$ cat config.mk
export PLATFORM = sky130hd
export DESIGN_NAME = axi_burst_chunker
export DESIGN_NICKNAME = d
export VERILOG_FILES = /design/src/rtl/bsplit_pkg.sv /design/src/rtl/bsplit_req_decode.sv /design/src/rtl/bsplit_chunk_calc.sv /design/src/rtl/axi_burst_chunker.sv
export SDC_FILE = /design/constraint.sdc
export NUM_CORES = 1
export LEC_CHECK = 0
export BUFFER_PORTS_ARGS = -buffer_cell sky130_fd_sc_hd__buf_2
export CORE_ASPECT_RATIO = 0.6
export CORE_UTILIZATION = 35
export CTS_CLUSTER_DIAMETER = 80
export DETAILED_ROUTE_END_ITERATION = 10
export PLACE_DENSITY = 0.54
export SYNTH_ARGS = -nofsm -noshare
export SYNTH_HDL_FRONTEND = slang
export SYNTH_SLANG_ARGS = --single-unit
$ cat constraint.sdc
create_clock -name clk -period 6.94 [get_ports clk]
set_clock_uncertainty 0.15 [all_clocks]
set_input_delay 1.041 -clock clk [delete_from_list [all_inputs] [get_ports clk]]
set_output_delay 1.041 -clock clk [all_outputs]
set_load 0.01 [all_outputs]
$ cat src/rtl/bsplit_pkg.sv
package bsplit_pkg;

    localparam logic [1:0] BURST_CODE_WRAP = 2'b10;

    function automatic logic is_wrap_code(input logic [1:0] code);
        return code == BURST_CODE_WRAP;
    endfunction

endpackage

$ cat src/rtl/bsplit_req_decode.sv
module bsplit_req_decode #(
    parameter int ADDR_W      = 32,
    parameter int LEN_W       = 8,
    parameter int CHUNK_BYTES = 64,
    localparam int REM_W      = LEN_W + 1
) (
    input  logic [ADDR_W-1:0] req_addr,
    input  logic [LEN_W-1:0]  req_len,
    input  logic [2:0]        req_size,
    input  logic [1:0]        req_burst,
    output logic [ADDR_W-1:0] start_addr,
    output logic [REM_W-1:0]  beat_total,
    output logic              wrap_en,
    output logic              wrap_small,
    output logic [ADDR_W-1:0] wrap_mask
);
    import bsplit_pkg::*;

    logic [ADDR_W-1:0] size_mask;
    logic [ADDR_W-1:0] region_bytes;

    always_comb begin
        size_mask    = (ADDR_W'(1) << req_size) - ADDR_W'(1);
        start_addr   = req_addr & ~size_mask;
        beat_total   = REM_W'(req_len) + REM_W'(1);
        region_bytes = ADDR_W'(beat_total) << req_size;
        wrap_en      = is_wrap_code(req_burst);
        wrap_small   = region_bytes <= ADDR_W'(CHUNK_BYTES);
        wrap_mask    = region_bytes - ADDR_W'(1);
    end

endmodule

$ cat src/rtl/bsplit_chunk_calc.sv
module bsplit_chunk_calc #(
    parameter int ADDR_W      = 32,
    parameter int REM_W       = 9,
    parameter int CHUNK_BYTES = 64,
    localparam int OFF_W      = $clog2(CHUNK_BYTES),
    localparam int BEATS_W    = OFF_W + 1
) (
    input  logic [ADDR_W-1:0]  cur_addr,
    input  logic [REM_W-1:0]   remain,
    input  logic [2:0]         size,
    input  logic               wrap_en,
    input  logic               wrap_small,
    input  logic [ADDR_W-1:0]  wrap_mask,
    output logic [ADDR_W-1:0]  chunk_addr,
    output logic [OFF_W-1:0]   offset,
    output logic [BEATS_W-1:0] beats,
    output logic [REM_W-1:0]   take,
    output logic [ADDR_W-1:0]  next_addr,
    output logic               last
);
    logic [BEATS_W-1:0] span_bytes;
    logic [BEATS_W-1:0] room_beats;
    logic [BEATS_W-1:0] full_beats;
    logic [REM_W-1:0]   cap;
    logic [ADDR_W-1:0]  step_addr;

    always_comb begin
        chunk_addr = {cur_addr[ADDR_W-1:OFF_W], {OFF_W{1'b0}}};
        offset     = cur_addr[OFF_W-1:0];
        span_bytes = BEATS_W'(CHUNK_BYTES) - {1'b0, offset};
        room_beats = span_bytes >> size;
        full_beats = BEATS_W'(CHUNK_BYTES) >> size;

        if (wrap_en && wrap_small) begin
            cap = remain;
        end else if (wrap_en) begin
            cap = REM_W'(full_beats);
        end else begin
            cap = REM_W'(room_beats);
        end

        take  = (remain < cap) ? remain : cap;
        beats = BEATS_W'(take);
        last  = (remain == take);

        step_addr = chunk_addr + ADDR_W'(CHUNK_BYTES);
        if (wrap_en) begin
            next_addr = (chunk_addr & ~wrap_mask) | (step_addr & wrap_mask);
        end else begin
            next_addr = step_addr;
        end
    end

endmodule

$ cat src/rtl/axi_burst_chunker.sv
module axi_burst_chunker #(
    parameter int ADDR_W     = 32,
    parameter int LEN_W      = 8,
    parameter int DATA_BYTES = 8,
    parameter int MEM_BL     = 8,
    parameter bit IS_WRITE   = 1'b1,
    parameter bit ECC_EN     = 1'b1,
    localparam int CHUNK_BYTES = DATA_BYTES * MEM_BL,
    localparam int OFF_W       = $clog2(CHUNK_BYTES),
    localparam int BEATS_W     = OFF_W + 1,
    localparam int REM_W       = LEN_W + 1
) (
    input  logic               clk,
    input  logic               rst_n,
    input  logic               s_valid,
    output logic               s_ready,
    input  logic [ADDR_W-1:0]  s_addr,
    input  logic [LEN_W-1:0]   s_len,
    input  logic [2:0]         s_size,
    input  logic [1:0]         s_burst,
    output logic               m_valid,
    input  logic               m_ready,
    output logic [ADDR_W-1:0]  m_addr,
    output logic [BEATS_W-1:0] m_beats,
    output logic [OFF_W-1:0]   m_offset,
    output logic               m_last,
    output logic               m_rmw
);
    typedef struct packed {
        logic              busy;
        logic [ADDR_W-1:0] cur;
        logic [REM_W-1:0]  remain;
        logic [2:0]        size;
        logic              wrap;
        logic              wrap_small;
        logic [ADDR_W-1:0] mask;
    } split_st_t;

    split_st_t st_d, st_q;

    logic [ADDR_W-1:0] dec_start;
    logic [REM_W-1:0]  dec_total;
    logic              dec_wrap;
    logic              dec_small;
    logic [ADDR_W-1:0] dec_mask;

    logic [REM_W-1:0]  cur_take;
    logic [ADDR_W-1:0] cur_next;

    bsplit_req_decode #(
        .ADDR_W      (ADDR_W),
        .LEN_W       (LEN_W),
        .CHUNK_BYTES (CHUNK_BYTES)
    ) u_decode (
        .req_addr   (s_addr),
        .req_len    (s_len),
        .req_size   (s_size),
        .req_burst  (s_burst),
        .start_addr (dec_start),
        .beat_total (dec_total),
        .wrap_en    (dec_wrap),
        .wrap_small (dec_small),
        .wrap_mask  (dec_mask)
    );

    bsplit_chunk_calc #(
        .ADDR_W      (ADDR_W),
        .REM_W       (REM_W),
        .CHUNK_BYTES (CHUNK_BYTES)
    ) u_calc (
        .cur_addr   (st_q.cur),
        .remain     (st_q.remain),
        .size       (st_q.size),
        .wrap_en    (st_q.wrap),
        .wrap_small (st_q.wrap_small),
        .wrap_mask  (st_q.mask),
        .chunk_addr (m_addr),
        .offset     (m_offset),
        .beats      (m_beats),
        .take       (cur_take),
        .next_addr  (cur_next),
        .last       (m_last)
    );

    assign s_ready = !st_q.busy;
    assign m_valid = st_q.busy;

    always_comb begin
        st_d = st_q;
        if (!st_q.busy) begin
            if (s_valid) begin
                st_d.busy       = 1'b1;
                st_d.cur        = dec_start;
                st_d.remain     = dec_total;
                st_d.size       = s_size;
                st_d.wrap       = dec_wrap;
                st_d.wrap_small = dec_small;
                st_d.mask       = dec_mask;
            end
        end else if (m_ready) begin
            if (m_last) begin
                st_d.busy = 1'b0;
            end else begin
                st_d.cur    = cur_next;
                st_d.remain = st_q.remain - cur_take;
            end
        end
    end

    always_ff @(posedge clk) begin
        if (!rst_n) begin
            st_q <= '0;
        end else begin
            st_q <= st_d;
        end
    end

    generate
        if (IS_WRITE && ECC_EN) begin : g_merge_tag
            localparam int COV_W = BEATS_W + 8;
            logic [COV_W-1:0] covered_bytes;
            assign covered_bytes = COV_W'(m_beats) << st_q.size;
            assign m_rmw = covered_bytes != COV_W'(CHUNK_BYTES);
        end else begin : g_no_merge
            assign m_rmw = 1'b0;
        end
    endgenerate

endmodule

==> impl_metrics.env, run 1 <==
export IMPL_status="completed"
export IMPL_fin_ws_ps=320
export IMPL_area_growth_pct=12.4
export IMPL_avgSynthCellArea_um2=7.13
export IMPL_synth_edf_count=0
export IMPL_synthDominantCellAreaShare_pct=25.0
export IMPL_die_y_um=101
export IMPL_vdd_drop_max_uv=196
export IMPL_place_congestion=0.935
export IMPL_start_util_pct=36.6
export IMPL_fin_crit_sh_pct=95.4
export IMPL_tritoncts="yes"
export IMPL_dpl_cell_area_mm2=0.00612
export IMPL_cts_sinks=72
export IMPL_async_flop_share_pct=0
export IMPL_dp_slack_ps=491
export IMPL_num_rows=35
export IMPL_crit_fanout=9
export IMPL_first_pass_iters=6
export IMPL_max_freq_mhz=151
export IMPL_final_max_slew_viol_count=0
export IMPL_ant_nets=0
export IMPL_via_per_inst=5.70
export IMPL_worstPathArrival_ps=5430
export IMPL_stdcell_area_mm2=0.00647
export IMPL_synth_seq_cells=72
export IMPL_grt_ovfl_total=0
export IMPL_grt_max_degree=63
export IMPL_synth_top_flop_cell="dfxtp_1"
export IMPL_synth_cell_area_mm2=0.00575
export IMPL_p_total_w=0.00248
export IMPL_grt_usage_pct=23.0
export IMPL_chipWidth_um=168
export IMPL_hold_path_class="flip-flop to flip-flop"
export IMPL_postSynthCellCount=807
export IMPL_dp_hpwl_um=14000
export IMPL_vias=5976
export IMPL_layout_drive_gt1_share_pct=18.3
export IMPL_grt_pass1_wl_um=30200
export IMPL_n_antenna_cell=0
export IMPL_numCtsBuffers=9
export IMPL_htreeDepth=3
export IMPL_required_ps=5750
export IMPL_cts_clk_slew_worst_paths_ps=60
export IMPL_cts_root_buf="clkbuf_16"
export IMPL_cts_max_path_buffers=2
export IMPL_max_cap_violations=0
export IMPL_post_synth_top_count_cell="nand2_1"
export IMPL_drc=0
export IMPL_core_mm2=0.0157
export IMPL_synth_common_cells="88 x nand2_1, 84 x a21oi_1, 72 x dfxtp_1, 70 x nor2_1, 56 x o21ai_0"
export IMPL_first_global_vias=5162
export IMPL_relSlewSlack_pct=40.9
export IMPL_worstSetupEndpointType="output port"
export IMPL_yosysTopAreaCell="dfxtp_1"
export IMPL_p_leak_nw=2.56
export IMPL_seq_area_frac_synth_pct=25.0
export IMPL_pwr_density_cell_mw_per_mm2=384
export IMPL_tightest_slew_ps=881
export IMPL_antenna_found_initial=0
export IMPL_yosysWarnings=0
export IMPL_io_buffers=91
export IMPL_clkLatencyLatePin_ps=350
export IMPL_period_minus_slack_ps=6620
export IMPL_routedWlPerCell_um=18.0
export IMPL_synth_cell_type_count=71
export IMPL_criticalPathCategory="flip-flop to output port"
export IMPL_drt_initial_drc_count=712
export IMPL_start_kind="flip-flop"
export IMPL_setup_viol=0
export IMPL_die_area_mm2=0.0170
export IMPL_ioPinCount=98
export IMPL_synth_area_leaders="dfxtp_1 25%, a21oi_1 7.3%, nand2_1 5.7%"
export IMPL_wl_um=18900
export IMPL_nets=905
export IMPL_hold_viol_final=0
==> routing by layer <==
| metal | global-route usage, % | up-vias | part of all wire, % | wire, µm |
|---|---|---|---|---|
| li1 | - | 2959 | - | - |
| met5 | 0 | - | 0 | 0 |
| met3 | 6.92 | 7 | 11 | 2050 |
| met2 | 26.5 | 280 | 34 | 6470 |
| met1 | 38.7 | 2730 | 54 | 10300 |
| met4 | 3.53 | 0 | 0.51 | 97 |
==> power breakdown <==
group	internal (W)	total [W]	switching [W]
sequential	0.000463	0.000542	0.0000787
clock	0.000317	0.000509	0.000192
combinational	0.000580	0.00143	0.000851
==> cells by family (layout without fill, tap and decap cells) <==
logic type	after synthesis	after routing	share of synthesized area, %
simple gates	301	301	25.5
compound gates	255	255	28.5
buf+inv	128	162	11.3
flops	72	72	25.0
fa+ha+maj	17	17	3.63
mux	17	17	3.54
xor+xnor	16	16	2.44
other cells	1	6	0.0652
==> critical path: stages, from the launching register on <==
cell and delay, ps:
dfxtp_1 350, or4_1 570, buf_4 190, or4_1 520, o211ai_1 250, o31a_1 260, inv_1 60, ha_1 270
and3_1 200, o211ai_1 100, a31oi_1 160, o21ai_0 150, o21ai_2 330, nor2_1 70, a21oi_1 200, inv_1 70
ha_1 350, nand4_1 130, a21oi_2 180, nor3b_1 270, a22o_1 240, buf_2 150
==> timing repair <==
item | 4_1_cts | 5_1_grt
hold buffers | 0 | 0
resized for setup | 0 | 4
setup endpoints to repair | 0 | 1
endpoints found under the hold margin | 0 | 0
setup buffers | 0 | 2
==> path summary, 6_finish.rpt <==
check / startpoint / end / slack (ps) / cells past startpoint
max: st_q[46]$_SDFFE_PN0P_ / m_last / 320 / 21
min: st_q[23]$_SDFFE_PN0P_ / st_q[23]$_SDFFE_PN0P_ / 300 / 2
max reg2reg: st_q[46]$_SDFFE_PN0P_ / st_q[45]$_SDFFE_PN0P_ / 830 / 24
min reg2reg: st_q[23]$_SDFFE_PN0P_ / st_q[23]$_SDFFE_PN0P_ / 300 / 2
==> cells in the final DEF, fill, tap and decap left out, types with 8 or more instances in the layout <==
cell,count
dfxtp_1,72
a221oi_1,13
buf_2,91
nor4_1,9
clkbuf_16,9
nand4_1,9
inv_1,32
a21o_1,8
nor3_1,22
or2_2,9
nand3_1,32
xnor2_1,10
a21oi_1,82
mux2i_1,11
nor2b_1,13
nand2_1,88
ha_1,15
a31oi_1,12
nor2_1,70
o211ai_1,22
o21ai_0,56
buf_4,22
==> sequential cells by signal, indices dropped and copies added, names as in the netlist <==
name	cells
m_valid	1
st_q	71
==> per-stage QoR <==
step	util (%)	cells	TNS (ps)	hold slack, ps
4_1_cts	41.0	1047	0	305
2_1_floorplan	-	812	0	282
3_5_place_dp	38.9	1031	0	296
5_1_grt	41.1	1049	-1.78	319
6_report	41.1	1049	0	302
3_3_place_gp	38.9	1031	0	292
==> layout make-up <==
| type | count | area (µm²) |
|---|---|---|
| well taps | 203 | 254 |
| inverters | 33 | 124 |
| flip-flops and latches | 72 | 1440 |
| fillers | 1658 | 9260 |
| clock inverters | 6 | 92.6 |
| repair buffers | 113 | 621 |
| clock buffers | 10 | 229 |
| multi-input cells | 612 | 3700 |
Power figures use the tool's default switching activity.
==> inputs of run 2 (changes only) <==
- CORE_ASPECT_RATIO: 0.6 -> 1.75
- CORE_UTILIZATION: 35 -> 30
- PLACE_DENSITY: 0.54 -> 0.48
==> impl_metrics.env, run 2 (same netlist as run 1, synthesis figures left out) <==
export IMPL_num_rows=66
export IMPL_r2r_start="st_q[46]$_SDFFE_PN0P_"
export IMPL_max_freq_mhz=153
export IMPL_setup_tns_ps=0
export IMPL_worstSetupEndpointType="output port"
export IMPL_start_util_pct=30.8
export IMPL_cts_root_buf="clkbuf_16"
export IMPL_grt_pass1_wl_um=31200
export IMPL_routedWlPerCell_um=18.4
export IMPL_cts_setup_buffers=0
export IMPL_relSlewSlack_pct=46.1
export IMPL_criticalPathCategory="flip-flop to output port"
export IMPL_hold_path_class="flip-flop to flip-flop"
export IMPL_htreeDepth=3
export IMPL_top_register="st_q"
export IMPL_vias=5880
export IMPL_worstPathArrival_ps=5360
export IMPL_hold_depth=2
export IMPL_grt_usage_pct=20.5
export IMPL_die_area_mm2=0.0198
export IMPL_die_y_um=185
export IMPL_pwr_density_cell_mw_per_mm2=374
export IMPL_core_mm2=0.0187
export IMPL_numCtsBuffers=9
export IMPL_hold_viol_final=0
export IMPL_drt_initial_drc_count=340
export IMPL_tightest_slew_ps=808
export IMPL_grt_ovfl_total=0
export IMPL_critPathCapture="m_last"
export IMPL_ant_nets=0
export IMPL_clkLatencyLatePin_ps=340
export IMPL_chipWidth_um=107
export IMPL_first_global_vias=5745
export IMPL_period_minus_slack_ps=6550
export IMPL_io_buffers=91
export IMPL_n_antenna_cell=0
export IMPL_wl_um=19800
export IMPL_cp_slowest_stage_delay_ps=620
export IMPL_timing_rr_end="st_q[59]$_SDFFE_PN0P_"
export IMPL_place_congestion=0.877
export IMPL_crit_buf_inv=3
export IMPL_final_max_slew_viol_count=0
export IMPL_area_growth_pct=11.5
export IMPL_fin_crit_sh_pct=94.4
export IMPL_required_ps=5750
export IMPL_drc=0
export IMPL_via_per_inst=5.46
export IMPL_p_total_w=0.00240
export IMPL_path_depth=19
export IMPL_mostFrequentLayoutCells="91 x buf_2, 88 x nand2_1, 84 x a21oi_1"
export IMPL_grt_setup_unrepaired="false"
export IMPL_grt_max_degree=63
export IMPL_cp_startpoint="st_q[46]$_SDFFE_PN0P_"
export IMPL_cts_sinks=72
export IMPL_rrSetupSlack_ps=950
export IMPL_first_pass_iters=4
export IMPL_cts_max_path_buffers=2
export IMPL_cp_cell_sequence="or4_4, or4_1, o2111ai_1, o21ai_0, a21oi_1, inv_1, ha_1, a2111oi_1, nand2_1, o21ai_0, o21ai_1, a21oi_1, inv_1, ha_1, nand4_1, a21oi_1, nor3b_1, a22o_1, buf_2"
export IMPL_p_leak_nw=2.51
export IMPL_crit_top_cell="a21oi_1"
export IMPL_vdd_drop_max_uv=204
export IMPL_largest_reg_flops=71
export IMPL_cts_clk_slew_worst_paths_ps=60
export IMPL_setup_viol=0
export IMPL_worstRegToRegCells=22
export IMPL_path_delay_family="compound AO/OA/AOI/OAI gates"
export IMPL_start_kind="flip-flop"
export IMPL_dp_hpwl_um=14800
export IMPL_antenna_found_initial=1
export IMPL_slowest_stage="or4_4"
export IMPL_status="completed"
export IMPL_ioPinCount=98
export IMPL_max_cap_violations=0
export IMPL_final_common_cell="buf_2"
export IMPL_layout_drive_gt1_share_pct=17.3
export IMPL_nets=898
export IMPL_crit_fanout=10
export IMPL_tritoncts="yes"
==> run 2: repair_timing <==
action | 4_1_cts | 5_1_grt
resized for setup | 0 | 3
setup endpoints to repair | 0 | 1
hold buffers | 0 | 0
endpoints found under the hold margin | 0 | 0
==> run 2: report_power, final <==
| part | internal (W) | switching [W] |
|---|---|---|
| Sequential | 0.000463 | 0.0000813 |
| Combinational | 0.000583 | 0.000841 |
| Clock | 0.000251 | 0.000177 |
| Total | 0.00130 | 0.00110 |
==> run 2: worst min path at each step <==
stage                                from                     to  slack, ps
CTS                 st_q[18]$_SDFFE_PN0P_  st_q[18]$_SDFFE_PN0P_        300
floorplan           st_q[11]$_SDFFE_PN0P_  st_q[11]$_SDFFE_PN0P_        280
detailed placement  st_q[18]$_SDFFE_PN0P_  st_q[18]$_SDFFE_PN0P_        300
finish              st_q[27]$_SDFFE_PN0P_  st_q[27]$_SDFFE_PN0P_        300
global placement    st_q[19]$_SDFFE_PN0P_  st_q[19]$_SDFFE_PN0P_        290
global route        st_q[23]$_SDFFE_PN0P_  st_q[23]$_SDFFE_PN0P_        330
==> run 2: cell type report <==
type	count	area (µm²)
clock buffer	13	250
clock inverter	3	17.5
fill	2158	12200
inverter	33	124
multi-input combinational	612	3700
sequential	72	1440
tap	238	298
timing repair buffer	106	581
==> run 2: worst register-to-register path, delay by kind of cell, from the launching register on <==
kind	cells	cell delay, ps
buffers and inverters	2	160
AND/OR/NAND/NOR	7	1910
AO/OA/AOI/OAI	11	2690
flip-flops	1	350
adder cells (fa/ha/maj)	2	610
==> run 2: routing by layer <==
layer	track usage, %	vias to the layer above	wire length, µm
li1	-	2934	-
met1	21.6	2779	7690
met2	38.9	124	10700
met3	2.53	41	568
met4	10.5	2	830
met5	0	-	12
==> run 2: per-stage QoR <==
stage | hold slack [ps] | util, % | setup slack [ps] | instance area, µm² | std cells
floorplan | 282 | - | 715 | 5770 | 812
global placement | 293 | 32.9 | 682 | 6140 | 1061
detailed placement | 297 | 32.9 | 579 | 6140 | 1061
CTS | 304 | 34.3 | 187 | 6400 | 1077
global route | 327 | 34.4 | 54.8 | 6410 | 1077
finish | 302 | 34.4 | 392 | 6410 | 1077
==> inputs of run 3 (changes only) <==
- clock period: 6.94 -> 7.05 ns (I/O delays scaled with it)
==> impl_metrics.env, run 3 (same netlist as run 1, synthesis figures left out) <==
export IMPL_status="completed"
export IMPL_crit_fanout=10
export IMPL_mostFrequentLayoutCells="91 x buf_2, 88 x nand2_1, 84 x a21oi_1"
export IMPL_via_per_inst=5.57
export IMPL_ioPinCount=98
export IMPL_core_mm2=0.0187
export IMPL_worstSetupEndpointType="output port"
export IMPL_max_freq_mhz=153
export IMPL_cts_setup_buffers=0
export IMPL_max_cap_violations=0
export IMPL_n_antenna_cell=0
export IMPL_worstPathArrival_ps=5320
export IMPL_pwr_density_cell_mw_per_mm2=369
export IMPL_layout_cells_non_filler=1076
export IMPL_wl_um=19800
export IMPL_cp_slowest_stage_delay_ps=610
export IMPL_top_register="st_q"
export IMPL_io_buffers=91
export IMPL_largest_reg_flops=71
export IMPL_layout_drive_gt1_share_pct=17.1
export IMPL_criticalPathCategory="flip-flop to output port"
export IMPL_numCtsBuffers=9
export IMPL_hold_depth=2
export IMPL_drc=0
export IMPL_ant_nets=0
export IMPL_path_depth=19
export IMPL_p_leak_nw=2.51
export IMPL_wl_met3_um=765
export IMPL_grt_usage_pct=20.3
export IMPL_hold_viol_final=0
export IMPL_routedWlPerCell_um=18.4
export IMPL_vias=5994
export IMPL_start_kind="flip-flop"
export IMPL_final_common_cell="buf_2"
export IMPL_crit_top_cell="a21oi_1"
export IMPL_start_util_pct=30.8
export IMPL_hold_path_class="flip-flop to flip-flop"
export IMPL_cts_root_buf="clkbuf_16"
export IMPL_place_congestion=0.871
export IMPL_area_growth_pct=11.4
export IMPL_setup_tns_ps=0
export IMPL_final_max_slew_viol_count=0
export IMPL_clkLatencyLatePin_ps=330
export IMPL_grt_setup_unrepaired="false"
export IMPL_cp_cell_sequence="or4_4, or4_1, o2111ai_1, o21ai_1, a21oi_1, inv_1, ha_1, a2111oi_1, nand2_1, o21ai_0, o21ai_1, a21oi_1, inv_1, ha_1, nand4_1, a21oi_1, nor3b_1, a22o_1, buf_2"
export IMPL_die_y_um=185
export IMPL_antenna_found_initial=0
export IMPL_chipWidth_um=107
export IMPL_setup_viol=0
export IMPL_vdd_drop_max_uv=173
export IMPL_crit_buf_inv=3
export IMPL_drt_initial_drc_count=280
export IMPL_tightest_slew_ps=686
export IMPL_dp_hpwl_um=14900
export IMPL_nets=899
export IMPL_ctsHoldBuffers=0
export IMPL_relSlewSlack_pct=54.2
export IMPL_grt_ovfl_total=0
export IMPL_grt_max_degree=50
export IMPL_required_ps=5840
export IMPL_tritoncts="yes"
export IMPL_dp_cells=1062
export IMPL_cts_clk_slew_worst_paths_ps=60
export IMPL_slowest_stage="or4_4"
export IMPL_cts_sinks=72
export IMPL_cts_max_path_buffers=2
export IMPL_fin_crit_sh_pct=92.6
export IMPL_period_minus_slack_ps=6530
export IMPL_worstRegToRegCells=22
export IMPL_met2_length_um=10400
export IMPL_first_pass_iters=4
export IMPL_grt_pass1_wl_um=30900
export IMPL_die_area_mm2=0.0198
export IMPL_htreeDepth=3
export IMPL_topRoutingLayerUsed="met4"
export IMPL_num_rows=66
export IMPL_wl_met1_um=7630
export IMPL_first_global_vias=5823
export IMPL_path_delay_family="compound AO/OA/AOI/OAI gates"
[run 3: cell types whose count changed in the layout (fill, tap and decap cells not counted)]
cell	before	now
buf_4	14	16
clkbuf_1	3	4
clkinv_2	2	0
clkbuf_8	1	0
clkinvlp_4	1	0
o21ai_1	1	2
buf_12	1	0
o21ai_0	56	55
bufinv_16	0	1
[run 3: what timing repair did]
action / CTS / global route
endpoints found under the hold margin: 0 / 0
endpoints found under the setup margin: 0 / 1
resized for setup: 0 / 4
[run 3: worst paths after layout]
| kind | startpoint | to | slack (ps) |
|---|---|---|---|
| max | st_q[46]$_SDFFE_PN0P_ | m_last | 520 |
| max reg2reg | st_q[46]$_SDFFE_PN0P_ | st_q[57]$_SDFFE_PN0P_ | 1010 |
| min | st_q[23]$_SDFFE_PN0P_ | st_q[23]$_SDFFE_PN0P_ | 300 |
| min reg2reg | st_q[23]$_SDFFE_PN0P_ | st_q[23]$_SDFFE_PN0P_ | 300 |
[run 3: cell type report]
type,instances,area (µm²)
clock buffers,13,240
clock inverters,1,30.0
fillers,2116,12300
inverters,33,124
multi-input cells,612,3700
flip-flops and latches,72,1440
well taps,238,298
repair buffers,107,576
[run 3: routing by layer]
| layer | GRT usage (%) | vias to the layer above |
|---|---|---|
| met5 | 0 | - |
| met4 | 11.6 | 0 |
| met3 | 3.20 | 46 |
| met2 | 38.0 | 160 |
| met1 | 21.2 | 2847 |
| li1 | - | 2941 |
[run 3: worst reg2reg max path, cell delays in order (launching register included)]
cell,delay [ps]
dfxtp_1,350
or4_4,610
or4_1,480
o2111ai_1,90
o21ai_1,190
a21oi_1,240
inv_1,90
ha_1,300
a2111oi_1,490
nand2_1,90
o21ai_0,230
o21ai_1,200
a21oi_1,240
inv_1,70
ha_1,330
nand4_1,110
a21oi_1,70
nor3b_1,190
a221o_2,450
nand2_1,420
o21ai_0,170
a221oi_1,280
nor2_1,60
[run 3: through the flow]
step / worst slack [ps] / utilization [%] / power, W / hold slack (ps) / cell area (µm²)
5_1_grt: 108 / 34.4 / 0.00255 / 327 / 6410
4_1_cts: 213 / 34.3 / 0.00238 / 305 / 6400
6_report: 525 / 34.4 / 0.00236 / 304 / 6410
3_5_place_dp: 604 / 32.9 / 0.00193 / 298 / 6130
2_1_floorplan: 809 / - / 0.00154 / 282 / 5770
3_3_place_gp: 751 / 32.9 / 0.00194 / 292 / 6130
[run 3: power breakdown]
| group | internal (W) | switching (W) | total, W | leakage (nW) |
|---|---|---|---|---|
| Combinational | 0.000565 | 0.000828 | 0.00139 | 1.79 |
| Sequential | 0.000456 | 0.0000812 | 0.000537 | 0.589 |
| Clock | 0.000271 | 0.000163 | 0.000434 | 0.130 |
